`config.mk`:
```
export PLATFORM = sky130hd
export DESIGN_NAME = i2c_evmon
export DESIGN_NICKNAME = d
export VERILOG_FILES = /design/src/rtl/i2c_evmon_pkg.sv /design/src/rtl/i2c_evmon_sync.sv /design/src/rtl/i2c_evmon_track.sv /design/src/rtl/i2c_evmon_flags.sv /design/src/rtl/i2c_evmon.sv
export SDC_FILE = /design/constraint.sdc
export NUM_CORES = 1
export LEC_CHECK = 0
export BUFFER_PORTS_ARGS = -buffer_cell sky130_fd_sc_hd__buf_4
export CAP_MARGIN = 20
export CORE_ASPECT_RATIO = 1.2
export CORE_MARGIN = 1.5
export CORE_UTILIZATION = 30
export CTS_BUF_LIST = sky130_fd_sc_hd__clkbuf_16
export CTS_CLUSTER_DIAMETER = 30
export DETAILED_ROUTE_END_ITERATION = 8
export PLACE_DENSITY = 0.56
export SLEW_MARGIN = 0
export SYNTH_ARGS = -nofsm -noshare
export SYNTH_HDL_FRONTEND = slang
export SYNTH_HIERARCHICAL = 1
export SYNTH_SLANG_ARGS = --single-unit
```
`constraint.sdc`:
```
create_clock -name clk -period 2.19 [get_ports clk]
set_input_delay 0.438 -clock clk [delete_from_list [all_inputs] [get_ports clk]]
set_output_delay 0.438 -clock clk [all_outputs]
set_load 0.02 [all_outputs]
```
`src/rtl/i2c_evmon_pkg.sv`:
```
package i2c_evmon_pkg;
  localparam int ADDR_W  = 7;
  localparam int BYTE_W  = ADDR_W + 1;
  localparam int CNT_W   = $clog2(BYTE_W + 1);
  localparam int NEV     = 9;

  // flag positions (software decodes these)
  localparam int EV_START   = 0;
  localparam int EV_RESTART = 1;
  localparam int EV_STOP    = 2;
  localparam int EV_STOP_WR = 3;
  localparam int EV_STOP_RD = 4;
  localparam int EV_ACK     = 5;
  localparam int EV_NACK    = 6;
  localparam int EV_ADDR    = 7;
  localparam int EV_BUSERR  = 8;

  // upper bits of the first byte against the own address
  function automatic logic addr_hit(input logic [BYTE_W-1:0] shreg,
                                    input logic [ADDR_W-1:0] own);
    return shreg[BYTE_W-1:1] == own;
  endfunction

  // a condition is a break-in once at least two rising edges of the byte passed
  function automatic logic mid_byte(input logic [CNT_W-1:0] cnt);
    return (cnt >= CNT_W'(2)) && (cnt <= CNT_W'(BYTE_W));
  endfunction
endpackage

```
`src/rtl/i2c_evmon_sync.sv`:
```
module i2c_evmon_sync #(
  parameter int W = 2
) (
  input  logic         clk,
  input  logic         rst_n,
  input  logic [W-1:0] raw_i,
  output logic [W-1:0] cur_o,
  output logic [W-1:0] prev_o
);
  for (genvar i = 0; i < W; i++) begin : g_line
    logic s0, s1, s2;
    always_ff @(posedge clk or negedge rst_n) begin
      if (!rst_n) begin
        s0 <= 1'b1;
        s1 <= 1'b1;
        s2 <= 1'b1;
      end else begin
        s0 <= raw_i[i];
        s1 <= s0;
        s2 <= s1;
      end
    end
    assign cur_o[i]  = s1;
    assign prev_o[i] = s2;
  end
endmodule

```
`src/rtl/i2c_evmon_track.sv`:
```
module i2c_evmon_track
  import i2c_evmon_pkg::*;
(
  input  logic              clk,
  input  logic              rst_n,
  input  logic              scl_s,
  input  logic              scl_d,
  input  logic              sda_s,
  input  logic              sda_d,
  input  logic [ADDR_W-1:0] own_addr,
  output logic [NEV-1:0]    ev_o,
  output logic              busy_o
);
  logic              busy_q, first_q, addr_done_q, dir_rd_q;
  logic [CNT_W-1:0]  cnt_q;
  logic [BYTE_W-1:0] shreg_q;

  logic start_c, stop_c, rise_c, ninth_c, mid_c;
  assign start_c = scl_s & scl_d & sda_d & ~sda_s;
  assign stop_c  = scl_s & scl_d & ~sda_d & sda_s;
  assign rise_c  = scl_s & ~scl_d;
  assign ninth_c = busy_q & rise_c & (cnt_q == CNT_W'(BYTE_W));
  assign mid_c   = busy_q & mid_byte(cnt_q);

  always_comb begin
    ev_o = '0;
    ev_o[EV_START]   = start_c & ~busy_q;
    ev_o[EV_RESTART] = start_c & busy_q;
    ev_o[EV_STOP]    = stop_c;
    ev_o[EV_STOP_WR] = stop_c & busy_q & addr_done_q & ~dir_rd_q;
    ev_o[EV_STOP_RD] = stop_c & busy_q & addr_done_q & dir_rd_q;
    ev_o[EV_ACK]     = ninth_c & ~sda_s;
    ev_o[EV_NACK]    = ninth_c & sda_s;
    ev_o[EV_ADDR]    = ninth_c & first_q & addr_hit(shreg_q, own_addr);
    ev_o[EV_BUSERR]  = (start_c | stop_c) & mid_c;
  end

  always_ff @(posedge clk or negedge rst_n) begin
    if (!rst_n) begin
      busy_q      <= 1'b0;
      first_q     <= 1'b0;
      addr_done_q <= 1'b0;
      dir_rd_q    <= 1'b0;
      cnt_q       <= '0;
      shreg_q     <= '0;
    end else if (start_c) begin
      busy_q      <= 1'b1;
      first_q     <= 1'b1;
      addr_done_q <= 1'b0;
      cnt_q       <= '0;
    end else if (stop_c) begin
      busy_q      <= 1'b0;
      first_q     <= 1'b0;
      addr_done_q <= 1'b0;
      cnt_q       <= '0;
    end else if (rise_c && busy_q) begin
      if (cnt_q == CNT_W'(BYTE_W)) begin
        cnt_q <= '0;
        if (first_q) begin
          first_q     <= 1'b0;
          addr_done_q <= 1'b1;
          dir_rd_q    <= shreg_q[0];
        end
      end else begin
        shreg_q <= {shreg_q[BYTE_W-2:0], sda_s};
        cnt_q   <= cnt_q + CNT_W'(1);
      end
    end
  end

  assign busy_o = busy_q;
endmodule

```
`src/rtl/i2c_evmon_flags.sv`:
```
module i2c_evmon_flags #(
  parameter int N = 9
) (
  input  logic         clk,
  input  logic         rst_n,
  input  logic [N-1:0] ev_i,
  input  logic [N-1:0] clr_i,
  output logic [N-1:0] flag_o
);
  for (genvar k = 0; k < N; k++) begin : g_flag
    logic f_q;
    always_ff @(posedge clk or negedge rst_n) begin
      if (!rst_n)        f_q <= 1'b0;
      else if (ev_i[k])  f_q <= 1'b1;
      else if (clr_i[k]) f_q <= 1'b0;
    end
    assign flag_o[k] = f_q;
  end
endmodule

```
`src/rtl/i2c_evmon.sv`:
```
module i2c_evmon
  import i2c_evmon_pkg::*;
(
  input  logic              clk,
  input  logic              rst_n,
  input  logic              scl_i,
  input  logic              sda_i,
  input  logic [ADDR_W-1:0] own_addr_i,
  input  logic [NEV-1:0]    irq_mask_i,
  input  logic [NEV-1:0]    clr_i,
  output logic [NEV-1:0]    status_o,
  output logic [NEV-1:0]    masked_o,
  output logic              irq_o,
  output logic              wake_o
);
  logic [1:0]     line_cur, line_prev;
  logic [NEV-1:0] ev_w;
  logic           bus_busy_w;
  logic           wake_q;

  i2c_evmon_sync #(.W(2)) u_sync (
    .clk(clk), .rst_n(rst_n), .raw_i({scl_i, sda_i}),
    .cur_o(line_cur), .prev_o(line_prev)
  );

  i2c_evmon_track u_track (
    .clk(clk), .rst_n(rst_n),
    .scl_s(line_cur[1]), .scl_d(line_prev[1]),
    .sda_s(line_cur[0]), .sda_d(line_prev[0]),
    .own_addr(own_addr_i), .ev_o(ev_w), .busy_o(bus_busy_w)
  );

  i2c_evmon_flags #(.N(NEV)) u_flags (
    .clk(clk), .rst_n(rst_n), .ev_i(ev_w), .clr_i(clr_i), .flag_o(status_o)
  );

  always_ff @(posedge clk or negedge rst_n) begin
    if (!rst_n) wake_q <= 1'b0;
    else        wake_q <= ev_w[EV_ADDR];
  end

  assign masked_o = status_o & irq_mask_i;
  assign irq_o    = |masked_o;
  assign wake_o   = wake_q;
endmodule

```
; Word level (Yosys, flattened, before mapping)
; Cells that the tools add are included.
[word_totals]
in_bits = 29
elab_cells = 110
output_inout_bits = 20
regBits = 32
[op_classes]
bitwise_logic = 30
reduce_logical = 20
n_eq_ne = 2
magnitude_cmp = 2
addsub = 1
n_mux = 33
[ops]
columns = cell, n
row1 = 1-bit 2-to-1 mux, 29
row2 = 1-bit bitwise AND, 20
row3 = 2-bit nonzero test, 10
row4 = 4-bit 2-to-1 mux, 4
row5 = 9-bit bitwise AND, 1
row6 = 3-bit nonzero test, 3
row7 = 9-bit OR reduction, 1
row8 = 1-bit NOT, 8
row9 = 7-bit equality test, 1
row10 = 5-bit AND reduction, 1
row11 = "4-bit by 1-bit adder with 4-bit output, second input constant", 1
row12 = "4-bit equality test, second input constant", 1
row13 = "4-bit by 2-bit greater-or-equal comparator with 1-bit output, second input constant", 1
row14 = "4-bit less-or-equal comparator, second input constant", 1
row15 = 4-bit AND reduction, 1
row16 = 3-bit AND reduction, 1
row17 = 1-bit logical AND, 2
row18 = 2-bit AND reduction, 1
row19 = 1-bit bitwise OR, 1

; Longest topological paths before layout
[depth]
ltp_word = 7
ltp_mapped = 6
depth_no_buf = 6

; Hierarchy
; The synthesis kept the hierarchy.
[by_module_without_submodules]
columns = mod, cells_each, seq_area_each_um2, n_inst, area_each_um2
row1 = i2c_evmon_track, 88, 400.4, 1, 922.1
row2 = i2c_evmon_flags, 36, 225.2, 1, 394.1
row3 = i2c_evmon_sync, 10, 157.7, 1, 187.7
row4 = i2c_evmon, 15, 25.0, 1, 121.4

; Worst setup path before layout
; Ideal clock, no wire load.
[synth_timing]
kind = register -> register
startpoint = register u_track.cnt_q[0]
endpoint = register u_track.shreg_q[0]
n_path_buf = 1
path_slack_ns = 0.577
path_stages_with_launch = 5
synth_period_minus_slack_ns = 1.613
setup_time_ns = 0.125
arrival_time_ns = 1.488
t_required_ns = 2.065
path_cell_list = dfrtp_1 or4b_1 buf_2 nand2_8 mux2_2
[synth_via]
elab_chain_cells = 3
[synth_lines]
columns = item, line
row1 = from (decl), i2c_evmon_track.sv:15  ; logic [CNT_W-1:0] cnt_q;
row2 = from (signal assigned), i2c_evmon_track.sv:66  ; cnt_q <= cnt_q + CNT_W'(1);
row3 = 4-bit equality test, i2c_evmon_track.sv:57  ; if (cnt_q == CNT_W'(BYTE_W)) begin
row4 = 1-bit NOT (no line), n/a
row5 = 4-bit AND reduction (no line), n/a
row6 = to (signal assigned), i2c_evmon_track.sv:65  ; shreg_q <= {shreg_q[BYTE_W-2:0], sda_s};
row7 = to (decl), i2c_evmon_track.sv:16  ; logic [BYTE_W-1:0] shreg_q;
; Every way passes these cells.
; A chain may end at the register's enable or synchronous reset.

; Final worst setup path
[layout_timing]
startpoint = register u_flags.g_flag[4].f_q
endpoint = output port irq_o
[layout_via]
elab_chain_cells = 2
[layout_lines]
columns = item, line
row1 = from (decl), i2c_evmon_flags.sv:11  ; logic f_q;
row2 = from (signal assigned), i2c_evmon_flags.sv:13  ; if (!rst_n) f_q <= 1'b0;
row3 = from (signal assigned), i2c_evmon_flags.sv:14  ; else if (ev_i[k]) f_q <= 1'b1;
row4 = from (signal assigned), i2c_evmon_flags.sv:15  ; else if (clr_i[k]) f_q <= 1'b0;
row5 = 9-bit bitwise AND, i2c_evmon.sv:42  ; assign masked_o = status_o & irq_mask_i;
row6 = 9-bit OR reduction, i2c_evmon.sv:43  ; assign irq_o = |masked_o;
row7 = to (decl), i2c_evmon.sv:13  ; output logic irq_o,
; Every way passes these cells.

==> impl_metrics.tcl <==
set metrics [dict create \
    status "finished clean" \
    stdcell_count 251 \
    min_path_type "in2async" \
    nNetsFinal 219 \
    cts_made_buffers 5 \
    slew_violations 0 \
    min_period_over_period 0.811 \
    worst_slack_ns 0.415 \
    power_density_nw_per_um2 897 \
    synthDistinctLibCells 36 \
    ir_worst_vdd_mv 0.367 \
    die_h_um 83.6 \
    synth_nets 180 \
    finalSetupViolCount 0 \
    port_buffers 48 \
    post_cts_buffers 0 \
    n_antenna_cell 0 \
    syn-cell-area_um2 1630 \
    synthXorXnorAreaFrac 0.0431 \
    cts_tree "yes" \
    max_stage_delay_ns 0.40 \
    cp.arrival_ns 1.34 \
    synth_enable_flop_cells 0 \
    synthToLayoutAreaGrowth_pct 30.3 \
    htree_levels 2 \
    hold_viol 0 \
    avgSynthCellArea_um2 10.9 \
    yosysMostFrequentCell "dfrtp_1" \
    r2r_slack_ns 0.44 \
    clock.fmax_mhz 563 \
    seq_area_frac_synth 0.497 \
    cts.sinks 32 \
    dpl_worst_slack_ns 0.453 \
    setup_tns_ns 0 \
    drc 0 \
    drive_gt1_frac 0.402 \
    synth_largest_area_cell "dfrtp_1" \
    path_class "reg2out" \
    grt_start_max_net_pins 33 \
    via_per_inst 4.78 \
    async_flop_share 1.00 \
    post_cts_resized 0 \
    slew_headroom 0.725 \
    synth_fa_ha_area_frac 0.0154 \
    holdWs_ns 0.0908 \
    cpMaxStageDelayCell "dfrtp_1" \
    rsz0062_at_grt "no" \
    yosysWarnings 6 \
    cp-end-kind "output port" \
    place_congestion 0.749 \
    synth_compound_area_frac 0.115 \
    fillCellCount 508 \
    initial_core_util 0.309 \
    avgRoutedWirePerCell_um 12.7 \
    yosys_most_used_dff "dfrtp_1" \
    root_buffer "clkbuf_16" \
    hold_buffers 0 \
    maxCapViolCount 0 \
    synth_seq_cells 32 \
    dp_hpwl_um 2450 \
    place_inst 243 \
    path_clk_slew_ns 0.05 \
    antenna_found_initial 0 \
    tightest_slew_ns 0.413 \
    cp.required_ns 1.75 \
    total_power_mw 1.90 \
    syn_inst 149 \
    fin_worst_skew_ns 0.00347 \
    muxShareOfSynthArea 0.0624 \
    grt_use_total 0.117 \
    grt_pass1_wl_um 5440 \
    die_w_um 70.2 \
    synth_area_leaders "dfrtp_1 40%, dfstp_2 9.7%, buf_4 6.5%" \
    wl_um 3190 \
    setup.worst_path.start_class "flop" \
    die_area_um2 5870 \
    worstPathMaxFanout 4 \
    synth_top_family_by_area "simple AND/OR/NAND/NOR gates" \
    period_needed_ns 1.78 \
    synth_top_area_frac 0.400 \
    vias 1200 \
    clock_latency_ns 0.27 \
    io_pins 49 \
    core_um2 5260 \
    grt_pass1_vias 1158 \
    cts_buffer_depth 2 \
    grt_remaining_overflow 0 \
    drtAntennaViolNets 0 \
    path_cells "a222oi_1 -> nand4_1 -> buf_4" \
    path_buf_inv 1 \
    synthTopCellsByCount "26 x dfrtp_1, 14 x buf_4, 14 x inv_1" \
    rows 29 \
    dr.first_iter.drc_count 58 \
    yosys.area_share.simple 0.161 \
    dr.pass1.iters 4 \
    cp_top_family "flip-flops" \
    leakage_nw 1.09 \
]
## routing by layer
layer  vias to the layer above  share of wire  GRT usage
li1                        578              -          -
met1                       569           0.43      0.140
met2                        49           0.48      0.186
met3                         4          0.074     0.0507
met4                         0          0.014     0.0472
met5                         -              0          0
## worst paths after layout
kind                                                   start                             end  cells past startpoint
max                        u_flags/g_flag[4].f_q$_DFFE_PN0P_                           irq_o                      3
min                                                    rst_n    u_track/cnt_q[3]$_DFFE_PN0P_                      1
max reg2reg                     u_track/cnt_q[2]$_DFFE_PN0P_  u_track/shreg_q[2]$_DFFE_PN0P_                      3
min reg2reg                    u_sync/g_line[0].s0$_DFF_PN1_   u_sync/g_line[0].s1$_DFF_PN1_                      0
max in group asynchronous                              rst_n   u_sync/g_line[1].s2$_DFF_PN1_                      1
min in group clk                                       sda_i   u_sync/g_line[0].s0$_DFF_PN1_                      1
## worst register-to-register path, stage by stage, from the launching register on
cell,delay (ns)
dfrtp_1,0.43
or4b_1,0.68
nand2_8,0.17
mux2_2,0.34
## cells by family after synthesis
kind of cell	count (synthesis)
DFF	32
AOI/OAI and AO/OA	26
xor gates and xnor gates	8
adders and majority gates	2
buffers and inverters	31
and+or+nand+nor	41
muxes	9
## flip-flops by register name, indices dropped and copies added (netlist names), 2 cells and up
register            count
u_sync/g_line.s2        2
u_sync/g_line.s1        2
u_sync/g_line.s0        2
u_track/cnt_q           4
u_flags/g_flag.f_q      9
u_track/shreg_q         8
## where the power goes
| part | switching [mW] | total, mW | internal, mW | leakage [nW] |
|---|---|---|---|---|
| clock network | 0.249 | 0.782 | 0.533 | 0.0798 |
| logic | 0.128 | 0.323 | 0.195 | 0.609 |
| registers | 0.102 | 0.796 | 0.694 | 0.402 |
| total | 0.478 | 1.90 | 1.42 | 1.09 |
## cell type report
class / instances / area [um^2] / area share
multi-input cells: 86 / 644 / 0.304
clock inverters: 3 / 42.5 / 0.0201
clock buffers: 5 / 125 / 0.0591
well taps: 62 / 77.6 / 0.0366
flip-flops and latches: 32 / 808 / 0.382
repair buffers: 49 / 368 / 0.174
inverters: 14 / 52.6 / 0.0248
## cells in the final DEF, fill, tap and decap left out, types with 2 or more instances in the layout
| cell | Yosys | layout |
|---|---|---|
| clkbuf_16 | 0 | 5 |
| and3b_1 | 2 | 2 |
| nand2_1 | 4 | 4 |
| and2_1 | 8 | 8 |
| nor2_1 | 3 | 3 |
| ha_1 | 2 | 2 |
| buf_4 | 14 | 49 |
| o21ai_0 | 4 | 4 |
| dfrtp_1 | 26 | 26 |
| a21o_1 | 9 | 9 |
| nor3_1 | 3 | 3 |
| nor4_1 | 2 | 2 |
| mux2_2 | 9 | 9 |
| inv_1 | 14 | 14 |
| nand4_1 | 3 | 3 |
| a22oi_1 | 3 | 3 |
| and3_1 | 2 | 2 |
| a2bb2oi_1 | 2 | 2 |
| xnor2_1 | 8 | 8 |
| dfstp_2 | 6 | 6 |
| o211ai_1 | 2 | 2 |
| a21oi_1 | 2 | 2 |
| nand3_1 | 5 | 5 |
## stage by stage
step / utilization / instance area (um^2)
after CTS: 0.403 / 2120
after global routing: 0.403 / 2120
after detailed placement: 0.371 / 1950
final: 0.403 / 2120
after global placement: 0.371 / 1950
after floorplan: - / 1630
No activity file was read; power rests on OpenSTA's default activity.
